**src/rtl/ddr2_boot_pkg.sv**
```systemverilog
package ddr2_boot_pkg;

   typedef enum logic [1:0] {
      K_NOP = 2'd0,
      K_PRE = 2'd1,
      K_REF = 2'd2,
      K_MRS = 2'd3
   } kind_e;

   typedef enum logic [1:0] {
      PH_IDLE = 2'd0,
      PH_WAIT = 2'd1,
      PH_RUN  = 2'd2,
      PH_FIN  = 2'd3
   } phase_e;

   localparam int NUM_STEPS = 13;
   localparam int STEP_W    = $clog2(NUM_STEPS);
   localparam int LAST_STEP = NUM_STEPS - 1;

   // address bit that turns a precharge into precharge-all
   localparam int AP_BIT = 10;

   localparam logic [15:0] DLL_RST_OR  = 16'h0100;
   localparam logic [15:0] OCD_DFLT_OR = 16'h0380;

   // {ras_n, cas_n, we_n}
   localparam logic [2:0] RCW_NOP = 3'b111;
   localparam logic [2:0] RCW_PRE = 3'b010;
   localparam logic [2:0] RCW_REF = 3'b001;
   localparam logic [2:0] RCW_MRS = 3'b000;

   function automatic logic [2:0] rcw_of(kind_e k);
      case (k)
         K_PRE:   return RCW_PRE;
         K_REF:   return RCW_REF;
         K_MRS:   return RCW_MRS;
         default: return RCW_NOP;
      endcase
   endfunction

endpackage

```
**src/rtl/ddr2_boot_steps.sv**
```systemverilog
module ddr2_boot_steps
   import ddr2_boot_pkg::*;
#(
   parameter int ADDR_W = 14,
   parameter int BANK_W = 3,
   parameter int CNT_W  = 8,
   parameter int T_MRD  = 2,
   parameter int T_RP   = 4,
   parameter int T_RFC  = 26
) (
   input  logic [STEP_W-1:0] step_i,
   input  logic [ADDR_W-1:0] mode_i,
   input  logic [ADDR_W-1:0] ext1_i,
   input  logic [ADDR_W-1:0] ext2_i,
   input  logic [ADDR_W-1:0] ext3_i,
   output kind_e             kind_o,
   output logic              cke_o,
   output logic [BANK_W-1:0] ba_o,
   output logic [ADDR_W-1:0] addr_o,
   output logic [CNT_W-1:0]  gap_o
);

   localparam logic [ADDR_W-1:0] AP_ALL  = ADDR_W'(1) << AP_BIT;
   localparam logic [ADDR_W-1:0] DLL_M   = ADDR_W'(DLL_RST_OR);
   localparam logic [ADDR_W-1:0] OCD_M   = ADDR_W'(OCD_DFLT_OR);
   localparam logic [CNT_W-1:0]  G_ONE   = CNT_W'(1);
   localparam logic [CNT_W-1:0]  G_MRD   = CNT_W'(T_MRD);
   localparam logic [CNT_W-1:0]  G_RP    = CNT_W'(T_RP);
   localparam logic [CNT_W-1:0]  G_RFC   = CNT_W'(T_RFC);

   always_comb begin
      kind_o = K_NOP;
      cke_o  = 1'b1;
      ba_o   = '0;
      addr_o = '0;
      gap_o  = G_ONE;
      case (step_i)
         STEP_W'(0): begin
            kind_o = K_NOP;
         end
         STEP_W'(1), STEP_W'(6): begin
            kind_o = K_PRE;
            addr_o = AP_ALL;
            gap_o  = G_RP;
         end
         STEP_W'(2): begin
            kind_o = K_MRS;
            ba_o   = BANK_W'(3);
            addr_o = ext3_i;
            gap_o  = G_MRD;
         end
         STEP_W'(3): begin
            kind_o = K_MRS;
            ba_o   = BANK_W'(2);
            addr_o = ext2_i;
            gap_o  = G_MRD;
         end
         STEP_W'(4), STEP_W'(11): begin
            kind_o = K_MRS;
            ba_o   = BANK_W'(1);
            addr_o = ext1_i;
            gap_o  = G_MRD;
         end
         STEP_W'(5): begin
            kind_o = K_MRS;
            addr_o = mode_i | DLL_M;
            gap_o  = G_MRD;
         end
         STEP_W'(7), STEP_W'(8): begin
            kind_o = K_REF;
            gap_o  = G_RFC;
         end
         STEP_W'(9): begin
            kind_o = K_MRS;
            addr_o = mode_i;
            gap_o  = G_MRD;
         end
         STEP_W'(10): begin
            kind_o = K_MRS;
            ba_o   = BANK_W'(1);
            addr_o = ext1_i | OCD_M;
            gap_o  = G_MRD;
         end
         default: begin
            // final NOP with the clock enable dropped
            kind_o = K_NOP;
            cke_o  = 1'b0;
         end
      endcase
   end

endmodule

```
**src/rtl/ddr2_boot_fsm.sv**
```systemverilog
module ddr2_boot_fsm
   import ddr2_boot_pkg::*;
#(
   parameter int T_START = 200,
   parameter int CNT_W   = 8
) (
   input  logic              clk,
   input  logic              rst,
   input  logic              start,
   input  logic [CNT_W-1:0]  gap_i,
   output logic [STEP_W-1:0] step_o,
   output logic              issue_o,
   output logic              run_o,
   output logic              busy_o,
   output logic              done_o
);

   localparam logic [CNT_W-1:0]  WAIT_END = CNT_W'(T_START - 1);
   localparam logic [STEP_W-1:0] STEP_END = STEP_W'(LAST_STEP);

   phase_e            phase_q;
   logic [CNT_W-1:0]  cnt_q;
   logic [STEP_W-1:0] step_q;
   logic              gap_end;

   assign gap_end = (cnt_q == gap_i - CNT_W'(1));

   always_ff @(posedge clk) begin
      if (rst) begin
         phase_q <= PH_IDLE;
         cnt_q   <= '0;
         step_q  <= '0;
      end else begin
         case (phase_q)
            PH_IDLE, PH_FIN: begin
               if (start) begin
                  phase_q <= PH_WAIT;
                  cnt_q   <= '0;
                  step_q  <= '0;
               end
            end
            PH_WAIT: begin
               if (cnt_q == WAIT_END) begin
                  phase_q <= PH_RUN;
                  cnt_q   <= '0;
               end else begin
                  cnt_q <= cnt_q + CNT_W'(1);
               end
            end
            default: begin
               if (gap_end) begin
                  cnt_q <= '0;
                  if (step_q == STEP_END) begin
                     phase_q <= PH_FIN;
                  end else begin
                     step_q <= step_q + STEP_W'(1);
                  end
               end else begin
                  cnt_q <= cnt_q + CNT_W'(1);
               end
            end
         endcase
      end
   end

   assign step_o  = step_q;
   assign run_o   = (phase_q == PH_RUN);
   assign issue_o = run_o && (cnt_q == '0);
   assign busy_o  = (phase_q == PH_WAIT) || run_o;
   assign done_o  = (phase_q == PH_FIN);

endmodule

```
**src/rtl/ddr2_boot_drive.sv**
```systemverilog
module ddr2_boot_drive
   import ddr2_boot_pkg::*;
#(
   parameter int ADDR_W  = 14,
   parameter int BANK_W  = 3,
   parameter bit OUT_REG = 1'b1
) (
   input  logic              clk,
   input  logic              rst,
   input  logic              issue_i,
   input  logic              run_i,
   input  kind_e             kind_i,
   input  logic              cke_i,
   input  logic [BANK_W-1:0] ba_i,
   input  logic [ADDR_W-1:0] addr_i,
   input  logic              busy_i,
   input  logic              done_i,
   output logic              cke_o,
   output logic              cs_n_o,
   output logic [2:0]        rcw_o,
   output logic [BANK_W-1:0] ba_o,
   output logic [ADDR_W-1:0] addr_o,
   output logic              busy_o,
   output logic              done_o
);

   localparam int VW = 1 + 3 + BANK_W + ADDR_W + 2;

   logic [VW-1:0] nxt;
   logic [VW-1:0] idle_v;

   assign idle_v = {1'b0, RCW_NOP, {BANK_W{1'b0}}, {ADDR_W{1'b0}}, 2'b00};

   always_comb begin
      if (issue_i) begin
         nxt = {cke_i, rcw_of(kind_i), ba_i, addr_i, busy_i, done_i};
      end else begin
         // between commands the clock enable follows the run phase
         nxt = {run_i, RCW_NOP, {BANK_W{1'b0}}, {ADDR_W{1'b0}}, busy_i, done_i};
      end
   end

   logic [VW-1:0] out_v;

   generate
      if (OUT_REG) begin : g_reg
         logic [VW-1:0] out_q;
         always_ff @(posedge clk) begin
            if (rst) out_q <= idle_v;
            else     out_q <= nxt;
         end
         assign out_v = out_q;
      end else begin : g_comb
         assign out_v = rst ? idle_v : nxt;
      end
   endgenerate

   assign cs_n_o = 1'b0;
   assign {cke_o, rcw_o, ba_o, addr_o, busy_o, done_o} = out_v;

endmodule

```
**src/rtl/ddr2_boot_seq.sv**
```systemverilog
module ddr2_boot_seq
   import ddr2_boot_pkg::*;
#(
   parameter int ADDR_W  = 14,
   parameter int BANK_W  = 3,
   parameter int T_START = 200,
   parameter int T_MRD   = 2,
   parameter int T_RP    = 4,
   parameter int T_RFC   = 26,
   parameter bit OUT_REG = 1'b1
) (
   input  logic              clk,
   input  logic              rst,
   input  logic              start,
   input  logic [ADDR_W-1:0] mode_word,
   input  logic [ADDR_W-1:0] ext1_word,
   input  logic [ADDR_W-1:0] ext2_word,
   input  logic [ADDR_W-1:0] ext3_word,
   output logic              cke,
   output logic              cs_n,
   output logic              ras_n,
   output logic              cas_n,
   output logic              we_n,
   output logic [BANK_W-1:0] ba,
   output logic [ADDR_W-1:0] addr,
   output logic              busy,
   output logic              done
);

   localparam int MAX_A = (T_START > T_MRD) ? T_START : T_MRD;
   localparam int MAX_B = (T_RP > T_RFC) ? T_RP : T_RFC;
   localparam int MAX_T = (MAX_A > MAX_B) ? MAX_A : MAX_B;
   localparam int CNT_W = $clog2(MAX_T + 1);

   generate
      if (ADDR_W < 11 || ADDR_W > 16) begin : g_bad_addr
         $error("ADDR_W must lie in 11..16 to carry A10 and the OR masks");
      end
      if (BANK_W < 2) begin : g_bad_bank
         $error("BANK_W must be at least 2 to select four mode registers");
      end
      if (T_START < 1) begin : g_bad_start
         $error("T_START must be at least 1");
      end
      if (T_MRD < 2 || T_RP < 2 || T_RFC < 2) begin : g_bad_gap
         $error("T_MRD, T_RP and T_RFC must each be at least 2");
      end
   endgenerate

   logic [STEP_W-1:0] step;
   logic              issue;
   logic              run;
   logic              busy_c;
   logic              done_c;
   kind_e             kind;
   logic              step_cke;
   logic [BANK_W-1:0] step_ba;
   logic [ADDR_W-1:0] step_addr;
   logic [CNT_W-1:0]  gap;
   logic [2:0]        rcw;

   ddr2_boot_fsm #(
      .T_START (T_START),
      .CNT_W   (CNT_W)
   ) u_fsm (
      .clk     (clk),
      .rst     (rst),
      .start   (start),
      .gap_i   (gap),
      .step_o  (step),
      .issue_o (issue),
      .run_o   (run),
      .busy_o  (busy_c),
      .done_o  (done_c)
   );

   ddr2_boot_steps #(
      .ADDR_W (ADDR_W),
      .BANK_W (BANK_W),
      .CNT_W  (CNT_W),
      .T_MRD  (T_MRD),
      .T_RP   (T_RP),
      .T_RFC  (T_RFC)
   ) u_steps (
      .step_i (step),
      .mode_i (mode_word),
      .ext1_i (ext1_word),
      .ext2_i (ext2_word),
      .ext3_i (ext3_word),
      .kind_o (kind),
      .cke_o  (step_cke),
      .ba_o   (step_ba),
      .addr_o (step_addr),
      .gap_o  (gap)
   );

   ddr2_boot_drive #(
      .ADDR_W  (ADDR_W),
      .BANK_W  (BANK_W),
      .OUT_REG (OUT_REG)
   ) u_drive (
      .clk     (clk),
      .rst     (rst),
      .issue_i (issue),
      .run_i   (run),
      .kind_i  (kind),
      .cke_i   (step_cke),
      .ba_i    (step_ba),
      .addr_i  (step_addr),
      .busy_i  (busy_c),
      .done_i  (done_c),
      .cke_o   (cke),
      .cs_n_o  (cs_n),
      .rcw_o   (rcw),
      .ba_o    (ba),
      .addr_o  (addr),
      .busy_o  (busy),
      .done_o  (done)
   );

   assign {ras_n, cas_n, we_n} = rcw;

endmodule

```
**config.mk**
```make
export PLATFORM = sky130hd
export DESIGN_NAME = ddr2_boot_seq
export DESIGN_NICKNAME = d
export VERILOG_FILES = /design/src/rtl/ddr2_boot_pkg.sv /design/src/rtl/ddr2_boot_steps.sv /design/src/rtl/ddr2_boot_fsm.sv /design/src/rtl/ddr2_boot_drive.sv /design/src/rtl/ddr2_boot_seq.sv
export SDC_FILE = /design/constraint.sdc
export NUM_CORES = 1
export LEC_CHECK = 0
export BUFFER_PORTS_ARGS = -buffer_cell sky130_fd_sc_hd__buf_2
export CAP_MARGIN = 20
export CELL_PAD_IN_SITES_DETAIL_PLACEMENT = 0
export CELL_PAD_IN_SITES_GLOBAL_PLACEMENT = 1
export CORE_MARGIN = 8
export CORE_UTILIZATION = 37
export CTS_CLUSTER_DIAMETER = 120
export DETAILED_ROUTE_END_ITERATION = 16
export GPL_ROUTABILITY_DRIVEN = 0
export PLACE_DENSITY = 0.94
export SLEW_MARGIN = 20
export SYNTH_ARGS = -nofsm -noshare
export SYNTH_HDL_FRONTEND = slang
export SYNTH_SLANG_ARGS = --single-unit
```
**constraint.sdc**
```tcl
create_clock -name clk -period 4.7 [get_ports clk]
set_clock_uncertainty 0.1 [all_clocks]
set_input_delay 0.235 -clock clk [delete_from_list [all_inputs] [get_ports clk]]
set_output_delay 0.235 -clock clk [all_outputs]
set_load 0.05 [all_outputs]
```
==> implementation parameters <==
Parameter                              Value

Clock network
  H-tree levels ... 2
  Post-CTS setup repair buffer count ... 0
  Root Buffer Master ... clkbuf_8
  CTS Hold Bufs ... 0
  Clock transition at path regs ... 70 ps
  Number of buffers on the longest clock path ... 2
  CTS tree ... yes
  Post-CTS sizing ... 0
  CTS sink cnt ... 36
  Clock insertion delay at the later pin of the skew report ... 290 ps
  Number of buffers created by CTS ... 5

Critical path
  FF-to-FF setup slack ... 2150 ps
  Combined buffer and inverter count along the critical path ... 1
  Worst Setup SP ... u_fsm.step_o[0]
  Critical path peak fanout ... 15
  End of the critical path ... u_drive.g_reg.out_q[11]
  Peak per-stage delay on the critical path ... 520 ps
  Count of cell instances traversed by the critical path ... 7
  Worst Path Arrival ... 2610 ps
  Critical register-to-register path startpoint ... u_fsm.step_o[0]
  Logic depth of the worst register-to-register path ... 7
  Worst setup EP type ... flip-flop
  Critical path's top delay family ... simple AND/OR/NAND/NOR gates
  CP startpoint kind ... flip-flop
  Critical Path, Cell by Cell ... inv_1, ha_1, mux2_4, and2_1, or3_1, o31ai_4, nor2_1
  Required time reported for the critical path endpoint ... 4760 ps
  Critical path class ... flip-flop to flip-flop
  Reg-to-reg endpoint ... u_drive.g_reg.out_q[11]
  CP max stage cell ... o31ai_4

Place
  HPWL Detailed ... 4220 µm
  IO buf count ... 80
  Dpl cells ... 360
  Pre-CTS setup slack ... 2130 ps

Yosys
  Synth Cell Area ... 1970 µm²
  Number of standard cells after synthesis ... 219
  Number of warnings issued by yosys ... 0
  Library cells used by synthesis ... 55
  Number of flip-flops and latches in the synthesized netlist ... 36
  Share of flip-flops with an asynchronous set or reset after synthesis ... 0
  Count of flip-flops with a built-in enable after synthesis ... 0
  Primary flip-flop cell chosen by synthesis mapping ... dfxtp_1
  Fraction of the yosys area taken by sequential cells ... 0.367
  Mapped Avg Cell Area ... 8.98 µm²

Routing
  Antenna Nets Post-Route ... 0
  Number of remaining DRC errors ... 0
  Via count ... 1931
  Routed wire length ... 5400 µm
  Average routed wire per standard cell ... 14.7 µm
  Vias per inst ... 5.25
  First-pass detailed-route iteration total ... 4
  DRC marker count from the first detailed-route iteration ... 124

Layout
  Most common cell after layout, fill and taps aside ... buf_2
  Number of antenna diodes ... 0
  Fin nets ... 366
  Fraction of final layout cells sized beyond drive strength 1 ... 0.356
  Commonest cells after routing, fill and taps aside ... 80 x buf_2, 36 x dfxtp_1, 24 x nand2_1, 21 x a21oi_1, 13 x nor2_1
  Final instance count without filler cells ... 368
  Syn-to-layout area delta ... 27.9%

Die
  Y dimension of the die ... 88.9 µm
  Core Area ... 5110 µm²
  Std cell rows ... 26
  Full die area ... 7900 µm²
  Initial Utilization ... 0.385
  Number of primary I/O pins ... 83
  Die Wd ... 88.9 µm

Global route
  Vias in the first global route ... 1796
  Total global routing overflow ... 0
  Wire length of the first global-routing pass ... 8360 µm
  Antenna violations before repair ... 0
  Largest net degree at the start of global routing ... 17
  Combined global-route utilization of all metal layers ... 0.135

Timing
  Setup repair after global routing missed its margin ... false
  Final-report max-slew violation count ... 0
  Final setup vio count ... 0
  Tightest hold margin ... 82.4 ps
  Actual transition at the worst max-transition pin ... 678 ps
  Period utilisation layout ... 0.543
  Peak clock frequency supported by timing ... 0.392 GHz
  Slew HR ... 0.548
  Setup ws final ... 2150 ps
  Min Clock Period, post-route ... 2550 ps
  Total Negative Setup Slacks ... 0 ps
  Hold Violations, Final ... 0

Flow run
  Max cap viols ... 0

Run status
  Run status ... finished clean

Power and ir drop
  Overall power of the completed layout ... 973 µW
  Leakage power of the design ... 0.00107 µW
  Power density over the cells ... 387 nW/µm²
  Peak supply drop ... 0.000222 V

Min path
  Min-delay worst type ... input port to flip-flop
## metrics by stage
step | instance area (µm²) | util
5_1_grt | 2510 | 0.492
3_3_place_gp | 2400 | 0.470
2_1_floorplan | 1970 | -
6_report | 2510 | 0.492
4_1_cts | 2510 | 0.491
3_5_place_dp | 2400 | 0.470
## cells in the mapped netlist (3+ instances only)
library cell,number,area [µm²]
a211oi_1,5,37.5
a222oi_1,11,110
nand4_1,3,18.8
dfxtp_1,36,721
nor2b_1,3,18.8
a21oi_1,21,105
buf_4,3,22.5
o211ai_1,3,22.5
clkbuf_1,5,18.8
o21ai_0,5,25.0
nand3_1,6,30.0
nand2b_1,4,25.0
a221oi_1,3,26.3
nand2_1,24,90.1
xor2_1,4,35.0
inv_1,8,30.0
o21a_1,3,22.5
or3_1,4,25.0
a21o_1,3,22.5
ha_1,10,125
nor2_1,13,48.8
## cells by family after synthesis
| group | Yosys count | synth area share |
|---|---|---|
| compound gates | 71 | 0.278 |
| xor+xnor | 5 | 0.0223 |
| fa+ha+maj | 10 | 0.0637 |
| buf+inv | 19 | 0.0503 |
| flops | 36 | 0.367 |
| mux | 3 | 0.0191 |
| other cells | 1 | 0.00191 |
| simple gates | 74 | 0.199 |
## final cells by class
cell class | instances | area [µm²]
clock inverter | 2 | 35.0
clock buffer | 6 | 72.6
inverter | 8 | 30.0
sequential | 36 | 721
tap | 70 | 87.6
multi-input combinational | 165 | 1160
fill | 501 | 2590
timing repair buffer | 81 | 408
## worst reg2reg max path, delay by kind of cell (launching register included)
| family | cells | cell delay, ps |
|---|---|---|
| AND/OR/NAND/NOR | 3 | 710 |
| buffers and inverters | 1 | 100 |
| multiplexers | 1 | 320 |
| adder cells (fa/ha/maj) | 1 | 290 |
| AO/OA/AOI/OAI | 1 | 520 |
| flip-flops | 1 | 390 |
## per-layer routing
metal / track usage / part of all wire / vias up
met1: 0.155 / 0.42 / 881
met2: 0.222 / 0.44 / 74
met4: 0.0553 / 0.0095 / 0
met3: 0.0455 / 0.13 / 5
li1: - / - / 971
met5: 0 / 0 / -
## worst min-delay path by stage
stage	start	endpoint	slack, ps	depth (start not counted)
global route	ext1_word[5]	u_drive.g_reg.out_q[7]	90	3
finish	ext1_word[3]	u_drive.g_reg.out_q[5]	80	3
detailed placement	ext1_word[13]	u_drive.g_reg.out_q[15]	380	3
floorplan	rst	u_drive.g_reg.out_q[1]	220	1
CTS	ext1_word[13]	u_drive.g_reg.out_q[15]	70	3
global placement	ext1_word[1]	u_drive.g_reg.out_q[3]	380	3
## sequential cells by signal (all words and copies together) (netlist names)
signal               flops
u_fsm.step_o             4
u_drive.g_reg.out_q     22
u_fsm.phase_q            2
u_fsm.cnt_q              8
## report_power, final
group | switching (µW) | internal (µW) | total [µW]
registers | 22.0 | 329 | 351
clock network | 106 | 157 | 264
logic | 220 | 139 | 358
No activity file was read; power rests on OpenSTA's default activity.
